### src/rtl/fault_irq_pulser.sv
module fault_irq_pulser #(
  parameter int NSRC        = 6,
  parameter logic [NSRC-1:0] BOTH_EDGE = 6'b000001,
  parameter logic [NSRC-1:0] HOLD_MASK = 6'b000010,
  parameter int PULSE_TICKS = 128,
  parameter int PEND_W      = 4
) (
  input  logic            clk,
  input  logic            rst_n,
  input  logic            tick,
  input  logic            boot_done,
  input  logic            boot_fault,
  input  logic [NSRC-1:0] cond,
  input  logic [NSRC-1:0] mask,
  input  logic [NSRC-1:0] rd_clr,
  output logic [NSRC-1:0] flags,
  output logic            irq_pull
);
  localparam int CW = $clog2(PULSE_TICKS + 1);
  localparam int SW = PEND_W + 2;
  localparam logic [SW-1:0] PMAX = SW'((1 << PEND_W) - 1);

  typedef enum logic [1:0] {IDLE, LOW, GAP} st_t;

  st_t             st;
  logic [CW-1:0]   cnt;
  logic [PEND_W-1:0] pending;
  logic [NSRC-1:0] cond_q, ev, fire;
  logic            booted, armed;
  logic            last, start;
  logic [SW-1:0]   nfire, psum;

  assign ev    = (cond & ~cond_q) | (BOTH_EDGE & ~cond & cond_q);
  assign fire  = armed ? (ev & ~mask) : '0;
  assign nfire = SW'($countones(fire));
  assign last  = tick && (cnt == CW'(PULSE_TICKS - 1));
  assign start = (pending != '0) && (st == IDLE || (st == GAP && last));
  assign psum  = SW'(pending) + nfire - SW'(start);
  assign irq_pull = (st == LOW);

  always_ff @(posedge clk or negedge rst_n) begin
    if (!rst_n) begin
      cond_q <= '0;
      flags  <= '0;
      booted <= 1'b0;
      armed  <= 1'b0;
    end else begin
      cond_q <= cond;
      flags  <= ev | (flags & ~(rd_clr & ~(HOLD_MASK & cond)));
      if (boot_done && !booted) begin
        booted <= 1'b1;
        armed  <= !boot_fault;
      end
    end
  end

  always_ff @(posedge clk or negedge rst_n) begin
    if (!rst_n) begin
      st      <= IDLE;
      cnt     <= '0;
      pending <= '0;
    end else begin
      pending <= (psum > PMAX) ? PMAX[PEND_W-1:0] : psum[PEND_W-1:0];
      if (start) begin
        st  <= LOW;
        cnt <= '0;
      end else if (st != IDLE && tick) begin
        if (last) begin
          st  <= (st == LOW) ? GAP : IDLE;
          cnt <= '0;
        end else begin
          cnt <= cnt + 1'b1;
        end
      end
    end
  end

  p_quiet_unarmed_r10: assert property (@(posedge clk) disable iff (!rst_n)
    !armed |-> !irq_pull);

  p_release_after_pulse_r12: assert property (@(posedge clk) disable iff (!rst_n)
    $fell(irq_pull) |=> !irq_pull);

  p_nothing_queued_r5: assert property (@(posedge clk) disable iff (!rst_n)
    (st == IDLE && pending == '0 && fire == '0) |=> !irq_pull);

  for (genvar i = 0; i < NSRC; i++) begin : g_chk
    p_rise_sets_flag_r2: assert property (@(posedge clk) disable iff (!rst_n)
      (cond[i] && !cond_q[i]) |=> flags[i]);
    if (HOLD_MASK[i]) begin : g_hold
      p_hold_while_present_r7: assert property (@(posedge clk) disable iff (!rst_n)
        (flags[i] && cond[i]) |=> flags[i]);
    end
  end
endmodule

### config.mk
export PLATFORM = sky130hd
export DESIGN_NAME = fault_irq_pulser
export DESIGN_NICKNAME = d
export VERILOG_FILES = /design/src/rtl/fault_irq_pulser.sv
export SDC_FILE = /design/constraint.sdc
export NUM_CORES = 1
export LEC_CHECK = 0
export ABC_AREA = 1
export CELL_PAD_IN_SITES_DETAIL_PLACEMENT = 0
export CELL_PAD_IN_SITES_GLOBAL_PLACEMENT = 2
export CORE_MARGIN = 5
export CORE_UTILIZATION = 37
export DETAILED_ROUTE_END_ITERATION = 8
export DONT_BUFFER_PORTS = 1
export GPL_TIMING_DRIVEN = 0
export PLACE_DENSITY_LB_ADDON = 0.1
export SETUP_SLACK_MARGIN = 0.1
export SLEW_MARGIN = 20
export SYNTH_ARGS = -nofsm -noshare
export SYNTH_HDL_FRONTEND = slang
export SYNTH_SLANG_ARGS = --single-unit
export TNS_END_PERCENT = 1
### constraint.sdc
create_clock -name clk -period 4.7 [get_ports clk]
set_input_delay 0.47 -clock clk [delete_from_list [all_inputs] [get_ports clk]]
set_output_delay 0.47 -clock clk [all_outputs]
set_load 0.05 [all_outputs]
Word-level counts from Yosys, hierarchy flattened

Cells that the tools add are included.

Add/sub/neg operators: 8
$lt $le $gt $ge: 1
Eq/ne operators: 3
Muxes and demuxes: 9
Bitwise gates (word level): 12
Reductions and logical operators: 14

Operator list:

| kind                                                                             | count |
|---|---|
| 6-bit AND                                                                        | 4 |
| 8-bit 2-to-1 mux                                                                 | 3 |
| 6-bit NOT                                                                        | 3 |
| 6-bit bitwise OR                                                                 | 2 |
| 8-bit by 1-bit adder with 8-bit output (second input constant)                   | 1 |
| 8-bit by 7-bit == test with 1-bit output (second input constant)                 | 1 |
| 2-bit 2-to-1 mux                                                                 | 4 |
| 1-bit by 1-bit adder with 2-bit output                                           | 3 |
| 1-bit by 6-bit AND with 6-bit output                                             | 1 |
| 6-bit by 4-bit greater-than comparator with 1-bit output (second input constant) | 1 |
| 6-bit 2-to-1 mux                                                                 | 1 |
| 2-bit NOT with 6-bit output                                                      | 1 |
| 2-bit nonzero test                                                               | 3 |
| 5-bit by 1-bit subtractor with 6-bit output                                      | 1 |
| 4-bit by 4-bit adder with 5-bit output                                           | 1 |
| 1-bit logical AND                                                                | 5 |
| 3-bit by 2-bit adder with 4-bit output                                           | 1 |
| 4-bit 2-to-1 mux                                                                 | 1 |
| 4-bit nonzero test                                                               | 1 |
| 2-bit by 2-bit adder with 3-bit output                                           | 1 |
| 2-bit by 1-bit == test with 1-bit output (second input constant)                 | 1 |
| 2-bit == test (second input constant)                                            | 1 |
| 1-bit zero test                                                                  | 2 |
| 2-bit zero test                                                                  | 1 |
| other kinds (3)                                                                  | 3 |

Flip-flop bits (word level): 28
Input port bits: 23
Output and inout bits: 7
Word-level logic and storage cells: 54

Logic depth before layout (Yosys ltp)

Word-level depth: 12
Depth in mapped cells: 19
Gate-level depth less buffers: 19

Least setup slack after synthesis

OpenSTA, ideal clock, no wires.

Path kind: flip-flop to flip-flop
Start: reg cnt[0]
End: reg pending[0]
Library setup time: 134 ps
Arrival: 3584 ps
Required time: 4566 ps
Slack: 983 ps
Cell stages (with the launch flop): 18
Period minus slack after synthesis: 3717 ps
Cells stage by stage: dfrtp_1 > ha_1 > nand3_2 > nor2_4 > nand2_2 > nand2_2 > nand2_2 > inv_1 > ha_1 > fa_1 > fa_1 > inv_1 > fa_1 > fa_1 > nand3_1 > nand3b_1 > nand2_1 > nand4_1

Longest elaborated chain between the ends: 8

Ends and longest elaborated chain:

| what                                                     | RTL line | RTL |
|---|---|---|
| from (decl)                                              | 26       | `logic [CW-1:0] cnt;` |
| from (signal assigned)                                   | 72       | `cnt <= cnt + 1'b1;` |
| 8-bit by 7-bit == test with 1-bit output (*)             | 36       | `assign last = tick && (cnt == CW'(PULSE_TICKS - 1));` |
| 1-bit logical AND (*)                                    | 36       |  |
| 1-bit logical AND (*)                                    | 37       | `assign start = (pending != '0) && (st == IDLE \|\| (st == GAP && last));` |
| 1-bit logical OR (*)                                     | 37       |  |
| 1-bit logical AND (*)                                    | 37       |  |
| via start                                                | 30       | `logic last, start;` |
| 5-bit by 1-bit subtractor with 6-bit output (*)          | 38       | `assign psum = SW'(pending) + nfire - SW'(start);` |
| 6-bit by 4-bit greater-than comparator with 1-bit output | 63       | `pending <= (psum > PMAX) ? PMAX[PEND_W-1:0] : psum[PEND_W-1:0];` |
| 4-bit 2-to-1 mux (*)                                     | 63       |  |
| to (signal assigned)                                     | 63       |  |
| to (decl)                                                | 27       | `logic [PEND_W-1:0] pending;` |

Mark *: on every way through the listed nets, which the timed path passes. The rest lies on a longest branch.
A chain may end at the register's enable or synchronous reset.

Final worst setup path

Start: reg pending[2]
End: reg pending[3]

Longest elaborated chain between the ends: 5
Elaborated cells between the ends (all ways): 6
Classes of those cells: 2 x add/sub; 1 x order compare; 1 x mux; 2 x reduce/logical

Ends and longest elaborated chain:

| what                                                     | RTL line |
|---|---|
| 4-bit nonzero test (*)                                   | 37 |
| 1-bit logical AND (*)                                    | 37 |
| via start                                                | 30 |
| 5-bit by 1-bit subtractor with 6-bit output (*)          | 38 |
| 6-bit by 4-bit greater-than comparator with 1-bit output | 63 |
| 4-bit 2-to-1 mux (*)                                     | 63 |

Marks and branches as above.

==> Flow_metrics.wiki <==
{| class="wikitable"
! Metric !! Value
|-
| Post-synth EDFFs || 0
|-
| Layout cells sized above 1 || 9.80%
|-
| Number of violations reported at the end of detailed-routing iteration 0 || 36
|-
| Placed standard-cell area || between 0.0015 and 0.002 mm²
|-
| Post-route clock skew || 3.52 ps
|-
| Die outline width || 76.8 µm
|-
| Buffer cell driving the clock tree root || sky130_fd_sc_hd__clkbuf_8
|-
| GPL Wtd Cong || between 0.7 and 0.8
|-
| Number of register bits inferred by synthesis || 28
|-
| Vias per inst || 4.71
|-
| Resized Gates After CTS || 0
|-
| Final-report max-slew violation count || 0
|-
| Pre-CTS setup slack || ~700 ps
|-
| Clk_lat worst skew || roughly 270 ps
|-
| WHS || ~210 ps
|-
| ANT nets after route || 0
|-
| Clock tree from TritonCTS || done
|-
| Synth Area in Compound Gates || roughly 5.2%
|-
| Diode insertion count for antenna repair || 0
|-
| Largest fanout on the critical path || 5
|-
| Outcome || finished clean
|-
| VDD IR max || between 0.00015 and 0.0002 V
|-
| Class of the worst hold path || input pin to register
|-
| Wire length per cell || 12.2 µm
|-
| Synthesized netlist net count || 237
|-
| Worst Setup End Kind || register
|-
| Core area || between 0.004 and 0.005 mm²
|-
| Power density normalized to cell area || ~330 mW/mm²
|-
| Fin crit share || about 85%
|-
| Number of endpoints failing setup at the final stage || 0
|-
| Leading cell types by count after synthesis || sky130_fd_sc_hd__nand2_1, sky130_fd_sc_hd__inv_1, sky130_fd_sc_hd__dfrtp_1
|-
| Post-layout nets || 244
|-
| XOR/XNOR Fraction of Synth Area || 2.12%
|-
| Cells after Synth || 198
|-
| Fraction of the yosys area taken by sequential cells || between 40% and 50%
|-
| Multiplexer share of the synthesized area || 0%
|-
| Required time of the critical path || roughly 4900 ps
|-
| Leakage || between 0.9 and 1 nW
|-
| Simple-Gate Fraction of Synth Area || 27.3%
|-
| First-pass DRT Iterations || 4
|-
| Cell count after placement || between 200 and 300
|-
| Library cell with the largest summed area after synthesis || sky130_fd_sc_hd__dfrtp_1
|-
| CTS sink cnt || 28
|-
| Number of antenna violations at the first check in global routing || 0
|-
| Count of unique library cells instantiated by Yosys || 25
|-
| Fraction of synthesized cell area taken by the top area cell type || between 40% and 50%
|-
| Data arrival at the endpoint of the critical path || a little over 4000 ps
|-
| Final standard cell count with taps included and fillers excluded || 256
|-
| Main area contributors after synthesis || sky130_fd_sc_hd__dfrtp_1, sky130_fd_sc_hd__nand2_1, sky130_fd_sc_hd__ha_1
|-
| Placement row count || 24
|-
| Worst-case clock buffer depth || 2
|-
| Achievable Freq || 0.251 GHz
|-
| Critical path start-end classification || register to register
|-
| Clk pin slew, worst setup/hold paths || 100 ps
|-
| Most numerous cell in the Yosys netlist || sky130_fd_sc_hd__nand2_1
|-
| Time the final worst path needs with I/O delays and setup || roughly 4000 ps
|-
| Core Util, Final || about two fifths
|-
| Hold buffers post-CTS || 1
|-
| Number of remaining DRC errors || 0
|-
| Maximum number of pins on one net before global-route repair || 29
|-
| Via count of the first global-routing pass || 1251
|-
| Total of buffers placed on input and output ports || 0
|-
| IO Count || 30
|-
| Grt ovf || 0
|-
| Floorplan die height || ~77 µm
|-
| Placed wire-length estimate || about 2500 µm
|-
| Number of H-tree levels || 1
|-
| Routed wire length || ~3100 µm
|-
| Count of filler cells inserted in the layout || between 400 and 500
|-
| Synthesis-to-layout area growth || 10.1%
|-
| Main combinational cell family by area after synthesis || simple AND/OR/NAND/NOR gates
|-
| Power after layout || 0.602 mW
|-
| TritonCTS Buffers || 3
|-
| Min setup slack post-route || between 700 and 800 ps
|-
| Max-capacitance violation count || 0
|-
| Syn_area_per_cell || about 8.3 µm²
|-
| Kind of start point of the critical path || register
|-
| Final Cell Area || 0.00182 mm²
|-
| Max transition margin || roughly 37%
|-
| Final count of hold timing violations || 0
|-
| Leading register cell type out of synthesis || sky130_fd_sc_hd__dfrtp_1
|-
| Pin slew with the least headroom to its limit || between 900 and 1000 ps
|-
| Global-route wire length before repair || roughly 5400 µm
|-
| Synthesized cell area || between 0.0015 and 0.002 mm²
|-
| Setup repair after global routing missed its margin || no
|-
| Ys Warns || 0
|-
| Arithmetic-cell share of the synthesized area counting full adders, half adders and majority gates || ~14%
|-
| Synth async-reset ratio || 100%
|-
| Global-route usage over all layers || between 10 and 15%
|-
| Overall via count from detail_route || approximately 1200
|-
| Final-layout setup total negative slack || 0 ps
|-
| Total die area || just under 0.006 mm²
|-
| Initial core utilization || 38.0%
|-
| Number of post-CTS setup repair buffers || 0
|}
-- metal layers --
layer / wire [µm] / share of wire, % / track usage (%)
met3: 168 / 5.4 / 3.16
met4: 15 / 0.48 / 3.15
met5: 0 / 0 / 0
met1: 1450 / 46 / 14.1
met2: 1490 / 48 / 18.0
-- flip-flops by register name, indices dropped and copies added, names as in the netlist --
| name | flops |
|---|---|
| cnt | 8 |
| cond_q | 6 |
| flags | 6 |
| pending | 4 |
| st | 2 |
| armed | 1 |
| booted | 1 |
-- final timing paths --
path,startpoint,endpoint,slack (ps),cells after the start
max reg2reg,pending[2],pending[3],720,17
min reg2reg,booted,booted,460,2
max in group asynchronous,rst_n,cond_q[1],3920,2
min,cond[2],cond_q[2],210,0
max,pending[2],pending[3],720,17
min in group asynchronous,rst_n,st[1],620,2
-- layout make-up --
type	count	area [µm²]	share of cell area (%)
inverter	40	150	8.25
multi-input combinational	130	802	44.1
timing repair buffer	2	30.0	1.65
sequential	28	701	38.5
tap	52	65.1	3.58
clock buffer	3	41.3	2.27
clock inverter	1	30.0	1.65
-- worst max-delay path: stages, from the launching register on --
cell                       delay, ps
sky130_fd_sc_hd__dfrtp_1         380
sky130_fd_sc_hd__inv_1            80
sky130_fd_sc_hd__ha_1            230
sky130_fd_sc_hd__nand2_1         110
sky130_fd_sc_hd__nor2_1          100
sky130_fd_sc_hd__nor2_1           50
sky130_fd_sc_hd__nand2_2         130
sky130_fd_sc_hd__inv_1            60
sky130_fd_sc_hd__ha_1            310
sky130_fd_sc_hd__fa_1            500
sky130_fd_sc_hd__fa_1            540
sky130_fd_sc_hd__inv_1            50
sky130_fd_sc_hd__fa_1            450
sky130_fd_sc_hd__fa_1            430
sky130_fd_sc_hd__nand3_1         120
sky130_fd_sc_hd__nand3b_1         80
sky130_fd_sc_hd__nand2_1         130
sky130_fd_sc_hd__nand4_1         110
-- cell usage in the layout (no fill, tap or decap), types with 2 or more instances in the layout --
cell and n:
sky130_fd_sc_hd__fa_1 4, sky130_fd_sc_hd__a21oi_1 4, sky130_fd_sc_hd__nand4_1 5, sky130_fd_sc_hd__nand3_1 12, sky130_fd_sc_hd__nand2_1 46, sky130_fd_sc_hd__nor3_1 7
sky130_fd_sc_hd__xor2_1 2, sky130_fd_sc_hd__o21ai_0 4, sky130_fd_sc_hd__xnor2_1 2, sky130_fd_sc_hd__nand2_2 4, sky130_fd_sc_hd__clkbuf_8 3, sky130_fd_sc_hd__nor2_1 11
sky130_fd_sc_hd__nor2_2 3, sky130_fd_sc_hd__ha_1 12, sky130_fd_sc_hd__inv_1 36, sky130_fd_sc_hd__dfrtp_1 28, sky130_fd_sc_hd__nand3b_1 3, sky130_fd_sc_hd__inv_2 3
sky130_fd_sc_hd__nor2_4 2, sky130_fd_sc_hd__o22ai_1 4
-- cells by family after synthesis --
kind of cell | after synthesis
flops | 28
buf+inv | 40
fa+ha+maj | 16
compound gates | 15
xor+xnor | 4
simple gates | 95
-- where the power goes --
| group | total [mW] | internal (mW) | switching (mW) |
|---|---|---|---|
| clock | 0.189 | 0.114 | 0.0753 |
| sequential | 0.316 | 0.269 | 0.0472 |
| combinational | 0.0960 | 0.0389 | 0.0571 |
| total | 0.602 | 0.422 | 0.180 |
(Power assumes the default switching activity.)
